`config.mk`:
```
export PLATFORM = sky130hd
export DESIGN_NAME = mrx_decoder
export DESIGN_NICKNAME = d
export VERILOG_FILES = /design/src/rtl/mrx_pkg.sv /design/src/rtl/mrx_input_sel.sv /design/src/rtl/mrx_phase.sv /design/src/rtl/mrx_track.sv /design/src/rtl/mrx_decoder.sv
export SDC_FILE = /design/constraint.sdc
export NUM_CORES = 1
export LEC_CHECK = 0
export ABC_AREA = 1
export BUFFER_PORTS_ARGS = -buffer_cell sky130_fd_sc_hd__buf_4
export CAP_MARGIN = 10
export CORE_AREA = 2 2 40 79
export CTS_CLUSTER_DIAMETER = 40
export DETAILED_ROUTE_END_ITERATION = 16
export DIE_AREA = 0 0 42 81
export PLACE_DENSITY_LB_ADDON = 0.15
export SYNTH_ARGS = -nofsm -noshare
export SYNTH_HDL_FRONTEND = slang
export SYNTH_SLANG_ARGS = --single-unit
```
`constraint.sdc`:
```
create_clock -name clk -period 4.8 [get_ports clk]
set_input_delay 0 -clock clk [delete_from_list [all_inputs] [get_ports clk]]
set_output_delay 0 -clock clk [all_outputs]
set_load 0.02 [all_outputs]
```
`src/rtl/mrx_pkg.sv`:
```
`timescale 1ns/1ps
package mrx_pkg;

    // Receive tracking state
    typedef enum logic [1:0] {
        ST_IDLE = 2'd0,   // quiet line, recovered clock gated low
        ST_LOCK = 2'd1,   // tracking mid-bits, carrier sense high
        ST_FADE = 2'd2    // carrier dropped, clock still running
    } mrx_state_e;

endpackage

```
`src/rtl/mrx_input_sel.sv`:
```
`timescale 1ns/1ps
module mrx_input_sel #(
    parameter int SYNC_STAGES = 2
) (
    input  logic clk,
    input  logic rst,
    input  logic line_in,
    input  logic loop_in,
    input  logic loop_en,
    output logic edge_seen,
    output logic level
);

    localparam int LAST = SYNC_STAGES - 1;

    logic             sel;
    logic [LAST:0]    sync_q;
    logic             prev_q;

    // Loopback select ahead of the synchronizer
    assign sel = loop_en ? loop_in : line_in;

    genvar g;
    generate
        for (g = 0; g < SYNC_STAGES; g++) begin : g_sync
            if (g == 0) begin : g_first
                always_ff @(posedge clk) begin
                    if (rst) sync_q[0] <= 1'b0;
                    else     sync_q[0] <= sel;
                end
            end else begin : g_next
                always_ff @(posedge clk) begin
                    if (rst) sync_q[g] <= 1'b0;
                    else     sync_q[g] <= sync_q[g-1];
                end
            end
        end
    endgenerate

    always_ff @(posedge clk) begin
        if (rst) prev_q <= 1'b0;
        else     prev_q <= sync_q[LAST];
    end

    assign edge_seen = sync_q[LAST] ^ prev_q;
    assign level     = sync_q[LAST];

endmodule

```
`src/rtl/mrx_phase.sv`:
```
`timescale 1ns/1ps
module mrx_phase #(
    parameter int SPB = 8
) (
    input  logic clk,
    input  logic rst,
    input  logic accept,
    input  logic run_next,
    output logic rcv_clk
);

    localparam int PW   = (SPB > 2) ? $clog2(SPB) : 1;
    localparam int HALF = SPB / 2;

    logic [PW-1:0] ph_q;
    logic [PW-1:0] ph_n;

    // Phase restarts on each accepted mid-bit, otherwise wraps each cell
    always_comb begin
        if (accept)                    ph_n = '0;
        else if (ph_q == PW'(SPB - 1)) ph_n = '0;
        else                           ph_n = ph_q + PW'(1);
    end

    always_ff @(posedge clk) begin
        if (rst) begin
            ph_q    <= '0;
            rcv_clk <= 1'b0;
        end else begin
            ph_q    <= ph_n;
            rcv_clk <= run_next && (ph_n >= PW'(HALF));
        end
    end

endmodule

```
`src/rtl/mrx_track.sv`:
```
`timescale 1ns/1ps
module mrx_track
    import mrx_pkg::*;
#(
    parameter int MIN_GAP   = 6,
    parameter int CRS_HOLD  = 12,
    parameter int IDLE_HOLD = 40
) (
    input  logic       clk,
    input  logic       rst,
    input  logic       edge_seen,
    input  logic       level,
    output logic       accept,
    output logic       run_next,
    output logic       carrier_sense,
    output logic       rcv_data,
    output mrx_state_e fsm_state
);

    localparam int CW = $clog2(IDLE_HOLD + 1);

    mrx_state_e    state_q, state_n;
    logic [CW-1:0] cnt_q, cnt_n;
    logic [CW:0]   elapsed;

    // Next state and acceptance decision
    always_comb begin
        elapsed = {1'b0, cnt_q} + (CW+1)'(1);
        state_n = state_q;
        accept  = 1'b0;
        unique case (state_q)
            ST_IDLE: begin
                if (edge_seen) begin
                    accept  = 1'b1;
                    state_n = ST_LOCK;
                end
            end
            ST_LOCK: begin
                if (edge_seen && (elapsed >= (CW+1)'(MIN_GAP))) begin
                    accept  = 1'b1;
                    state_n = ST_LOCK;
                end else if (elapsed == (CW+1)'(CRS_HOLD)) begin
                    state_n = ST_FADE;
                end
            end
            ST_FADE: begin
                if (edge_seen) begin
                    accept  = 1'b1;
                    state_n = ST_LOCK;
                end else if (elapsed == (CW+1)'(IDLE_HOLD)) begin
                    state_n = ST_IDLE;
                end
            end
            default: state_n = ST_IDLE;
        endcase

        if (accept)                       cnt_n = '0;
        else if (cnt_q != CW'(IDLE_HOLD)) cnt_n = cnt_q + CW'(1);
        else                              cnt_n = cnt_q;

        run_next = (state_n != ST_IDLE);
    end

    // State register
    always_ff @(posedge clk) begin
        if (rst) begin
            state_q <= ST_IDLE;
            cnt_q   <= '0;
        end else begin
            state_q <= state_n;
            cnt_q   <= cnt_n;
        end
    end

    // Registered outputs
    always_ff @(posedge clk) begin
        if (rst) begin
            carrier_sense <= 1'b0;
            rcv_data      <= 1'b0;
        end else begin
            carrier_sense <= (state_n == ST_LOCK);
            if (accept) rcv_data <= level;
        end
    end

    assign fsm_state = state_q;

endmodule

```
`src/rtl/mrx_decoder.sv`:
```
`timescale 1ns/1ps
module mrx_decoder
    import mrx_pkg::*;
#(
    parameter int SPB         = 8,
    parameter int SYNC_STAGES = 2
) (
    input  logic clk,
    input  logic rst,
    input  logic line_in,
    input  logic loop_in,
    input  logic loop_en,
    output logic rcv_clk,
    output logic rcv_data,
    output logic carrier_sense
);

    localparam int MIN_GAP   = SPB - SPB / 4;
    localparam int CRS_HOLD  = SPB + SPB / 2;
    localparam int IDLE_HOLD = 5 * SPB;

    logic       edge_seen;
    logic       level;
    logic       accept;
    logic       run_next;
    mrx_state_e fsm_state;

    mrx_input_sel #(.SYNC_STAGES(SYNC_STAGES)) u_in (
        .clk       (clk),
        .rst       (rst),
        .line_in   (line_in),
        .loop_in   (loop_in),
        .loop_en   (loop_en),
        .edge_seen (edge_seen),
        .level     (level)
    );

    mrx_track #(
        .MIN_GAP   (MIN_GAP),
        .CRS_HOLD  (CRS_HOLD),
        .IDLE_HOLD (IDLE_HOLD)
    ) u_track (
        .clk           (clk),
        .rst           (rst),
        .edge_seen     (edge_seen),
        .level         (level),
        .accept        (accept),
        .run_next      (run_next),
        .carrier_sense (carrier_sense),
        .rcv_data      (rcv_data),
        .fsm_state     (fsm_state)
    );

    mrx_phase #(.SPB(SPB)) u_phase (
        .clk      (clk),
        .rst      (rst),
        .accept   (accept),
        .run_next (run_next),
        .rcv_clk  (rcv_clk)
    );

endmodule

```
---- Yosys cells after proc, flatten, opt, wreduce, memory -nomap -nowiden ----
Index checks and enable logic that the tools add are counted.
word-level totals
  memories kept ........................... 0
  bits of input ports ..................... 5
  flip-flop bits (word level) ............. 17
  RAM bits ................................ 0
  latch bits .............................. 0
  bits in read-only memories .............. 0
operators by class
  div/mod/pow operators ................... 0
  order comparisons ....................... 2
  equality and inequality tests ........... 7
  reduce and logical (&&, ||, !) cells .... 6
  multiplexer cells ....................... 12
  shifts and indexed selects .............. 0
  bitwise logic cells ..................... 1
  multipliers ............................. 0
  add/sub/neg operators ................... 3
operator list
  kind                                                                                 count
  2-bit 2-to-1 mux                                                                     5
  6-bit by 1-bit adder with 7-bit output, second input constant                        1
  7-bit by 4-bit equality test with 1-bit output, second input constant                1
  7-bit by 6-bit equality test with 1-bit output, second input constant                1
  7-bit by 3-bit greater-or-equal comparator with 1-bit output, second input constant  1
  6-bit by 1-bit adder with 6-bit output, second input constant                        1
  3-bit 2-to-1 mux                                                                     2
  6-bit inequality test, second input constant                                         1
  2-bit one-hot mux with 3 select lines                                                1
  2-bit by 1-bit equality test with 1-bit output, second input constant                2
  2-bit OR reduction                                                                   2
  3-bit by 1-bit adder with 3-bit output, second input constant                        1
  3-bit equality test, second input constant                                           1
  3-bit greater-or-equal comparator, second input constant                             1
  1-bit 2-to-1 mux                                                                     3
  2-bit equality test, second input constant                                           1
  1-bit logical AND                                                                    2
  2-bit zero test                                                                      1
  1-bit one-hot mux with 2 select lines                                                1
  2-bit nonzero test                                                                   1
  1-bit bitwise XOR                                                                    1

---- Logic depth before layout (Yosys ltp) ----
  depth in word-level cells ............... 8
  depth in mapped cells ................... 13
  gate-level depth less buffers ........... 13

---- Modules after synthesis ----
Synthesis repeated with hierarchy kept, for this count alone.
unflattened totals
  cell total of the unflattened synthesis .. 124
  area total of the unflattened synthesis .. 888.4 um2
modules (own cells, without submodules)
  module         times used  sequential area each (um2)  cells an instance  area an instance (um2)
  mrx_track      1           200.2                       90                 620.6
  mrx_phase      1           80.1                        20                 161.4
  mrx_input_sel  1           60.1                        14                 106.4

---- Worst setup path before layout ----
OpenSTA, ideal clock, no wires.
  path kind ............................... register -> register
  start point ............................. register u_track.cnt_q[0]
  end point ............................... register u_phase.rcv_clk
  data arrival time ....................... 1.427 ns
  stages on the path, launching flop included .. 13
  period minus slack after synthesis ...... 1.541 ns
  library setup time ...................... 0.114 ns
  slack ................................... 3.259 ns
  data required time ...................... 4.686 ns
  path through ............................ dfxtp_1 > inv_1 > ha_1 > nor2_1 > nor2_1 > nor2_2 > nand3_2 > nand2_1 > nand2_1 > nand2_2 > nand2_1 > nor2_1 > nor2_1
between the ends
  word-level cells in the longest chain between the ends .. 8
  elaborated cells on any way between the ends .. 16
ends and longest elaborated chain
  element                                                       line             source
  from (decl)                                                   mrx_track.sv:23  logic [CW-1:0] cnt_q, cnt_n;
  from (signal assigned)                                        mrx_track.sv:71  cnt_q <= cnt_n;
  6-bit by 1-bit adder with 7-bit output *                      mrx_track.sv:28  elapsed = {1'b0, cnt_q} + (CW+1)'(1);
  net u_track.elapsed[0]                                        mrx_track.sv:24  logic [CW:0] elapsed;
  7-bit by 3-bit greater-or-equal comparator with 1-bit output  mrx_track.sv:39  if (edge_seen && (elapsed >= (CW+1)'(MIN_GAP))) begin
  1-bit logical AND                                             mrx_track.sv:39
  1-bit 2-to-1 mux                                              mrx_track.sv:39
  1-bit one-hot mux with 2 select lines                         mrx_track.sv:31  unique case (state_q)
  3-bit 2-to-1 mux                                              mrx_phase.sv:20  if (accept) ph_n = '0;
  3-bit greater-or-equal comparator                             mrx_phase.sv:31  rcv_clk <= run_next && (ph_n >= PW'(HALF));
  1-bit logical AND *                                           mrx_phase.sv:31
  to (signal assigned)                                          mrx_phase.sv:31
  to (decl)                                                     mrx_phase.sv:9   output logic rcv_clk
The timed path passes the listed nets; every way through them passes the cells marked *.
A chain may end at the register's enable or synchronous reset.

---- Worst setup path in the final report ----
Same ends and word-level chain as after synthesis.

==> summary.txt <==
Avg Cell Area, Syn: 7.70 sq um
CP Class: reg2reg
DR vias: 669
antenna viol nets, final: 0
post-synthesis sequential area ratio: 0.417
R2R setup slack: 3080 ps
Seq cells post-synth: 17
gpl congestion: 0.762
Worst slew margin: 0.826
total wire length: 1400 microns
die area: 0.00340 sq mm
Max Clock Freq: 0.582 GHz
vias in the first global route: 627
post-synthesis cell type count: 20
r2r endpoint: u_phase.rcv_clk
Via density: 4.46
I/O Buffers: 7
measured slew at the worst slew-check pin: 260 ps
Post-Synthesis Cell Area: 816 sq um
CTS tree: done
Num CTS Buffers: 3
Worst Hold Class: reg2reg
Critical Path Source: u_track.cnt_q[0]
clock-pin slew on the worst setup and hold paths: 70 ps
Setup Skew: 1.48 ps
initial antenna violation count: 0
crit path to: u_phase.rcv_clk
Nets: 131
post-CTS repair timing setup buffer count: 0
HPWL Detailed: 1130 microns
clk sinks: 17
Design Area, Final: 981 sq um
Power Dens Cells: 311 mW/mm^2
MaxCap Viol Count: 0
Yosys top cell by area: dfxtp_1
GR Util All Layers: 0.0917
Leak Pwr: 0.000480 uW
CTS Buffer Depth: 2
outcome: finished, final reports clean
R2R Path Start: u_track.cnt_q[0]
commonest cells after routing, fill and taps aside: nand2_1, inv_1, dfxtp_1, nor2_1
H-tree levels: 1
Fin Setup TNS: 0 ps
Worst EP arrival: 1860 ps
fin. max-slew vios: 0
share of layout cells above drive strength 1: 0.158
RSZ-0062 raised after global routing: false
Worst Path Required: 4940 ps
Die X: 42 microns
most common cell after layout, fill and taps aside: nand2_1
CP Capture Type: flip-flop
final worst path period share: 0.358
root buffer cell: clkbuf_8
IO Count: 8
Syn. warnings: 0
final critical-path required period: 1720 ps
share of the synthesized area in the top cell type: 0.417
Layout area overhead: 20.2%
Syn Inst Count: 106
diode count: 0
clk_lat worst skew: 250 ps
final setup violation count: 0
Rows: 28
global-route wire length before repair: 2490 microns
CORE AREA: 0.00284 sq mm
CP Launch Type: flip-flop
1st-pass router iterations: 5
Crit Path Max Fanout: 5
DRC Markers: 0
die height: 81 microns
placed cell area: 906 sq um
VDD IR max: 0.218 mV
Final Hold Fails: 0
worst reg2reg path depth: 12
Post-Syn Nets: 116
initial core utilization: 0.287
Routed WL per cell: 9.30 microns
Synth area leaders: dfxtp_1, nand2_1, inv_1
GRT overflow: 0
largest net degree at the start of global routing: 10
drt first-iter violations: 6
-- metrics by stage --
stage	power (uW)	cells	hold WS [ps]	setup slack [ps]	util
after global routing	322	150	418	2830	0.346
after floorplan	188	106	69.1	3260	-
after global placement	202	143	195	3040	0.319
after detailed placement	201	143	192	3080	0.319
after CTS	310	150	405	3060	0.346
final	305	150	402	3080	0.346
-- metal layers --
layer / track usage / up-vias / share of wire
met5: 0 / - / 0
met4: 0.0194 / 0 / 0.0072
met3: 0.0222 / 2 / 0.025
met2: 0.163 / 7 / 0.50
met1: 0.111 / 295 / 0.47
li1: - / 365 / -
-- cells in the mapped netlist --
| cell | number |
|---|---|
| nor2_1 | 14 |
| o21bai_1 | 1 |
| nand2_2 | 1 |
| xor2_1 | 1 |
| nand3_2 | 2 |
| nor3_2 | 1 |
| nor3_1 | 1 |
| xnor2_1 | 1 |
| nand4_1 | 4 |
| nor2_2 | 3 |
| nor3b_2 | 1 |
| nand3_4 | 1 |
| nand2_1 | 21 |
| inv_1 | 17 |
| ha_1 | 5 |
| a21oi_1 | 7 |
| nand3_1 | 6 |
| dfxtp_1 | 17 |
| o21ai_0 | 1 |
| nand3b_1 | 1 |
-- timing repair --
action | CTS | global route
endpoints found under the setup margin | 0 | 0
hold buffers | 3 | 0
gates resized for setup | 0 | 0
endpoints found under the hold margin | 5 | 0
-- kinds of logic after synthesis --
group,Yosys count,synth area share
compound gates,9,0.0583
xor+xnor,2,0.0215
fa+ha+maj,5,0.0767
buf+inv,17,0.0782
flops,17,0.417
simple gates,56,0.348
-- worst max-delay path, cell delays in order (launching register included) --
cell and delay, ps:
dfxtp_1 400, inv_1 110, ha_1 320, nor2_1 130, nor2_1 70, nor2_2 110
nand3_2 80, nand2_1 90, nand2_1 60, nand2_2 80, nand2_1 50, nor2_1 80
nor2_1 40
-- sequential cells by signal, indices dropped and copies added, names as in the netlist --
name,flops
u_track.carrier_sense,1
u_phase.rcv_clk,1
u_track.fsm_state,2
u_track.rcv_data,1
u_in.sync_q,1
u_in.prev_q,1
u_in.level,1
u_track.cnt_q,6
u_phase.ph_q,3
-- final cells by class --
class	count	area (sq um)
tap	30	37.5
inverter	17	63.8
clock buffer	4	45.0
fill	295	1860
multi-input combinational	72	412
timing repair buffer	10	82.6
sequential	17	340
-- report_power, final --
part	switching [uW]	internal (uW)
sequential	5.95	150
combinational	24.0	18.6
clock	47.2	58.8
-- worst min path at each step --
stage | slack (ps) | to | depth (start not counted) | start
after floorplan | 70 | u_track.carrier_sense | 1 | rst
after CTS | 400 | u_in.level | 2 | u_in.sync_q[0]
after global routing | 420 | u_in.level | 2 | u_in.sync_q[0]
after detailed placement | 190 | u_in.sync_q[0] | 2 | loop_en
final | 400 | u_in.level | 2 | u_in.sync_q[0]
after global placement | 200 | u_in.sync_q[0] | 2 | loop_en
Power figures use the tool's default switching activity.
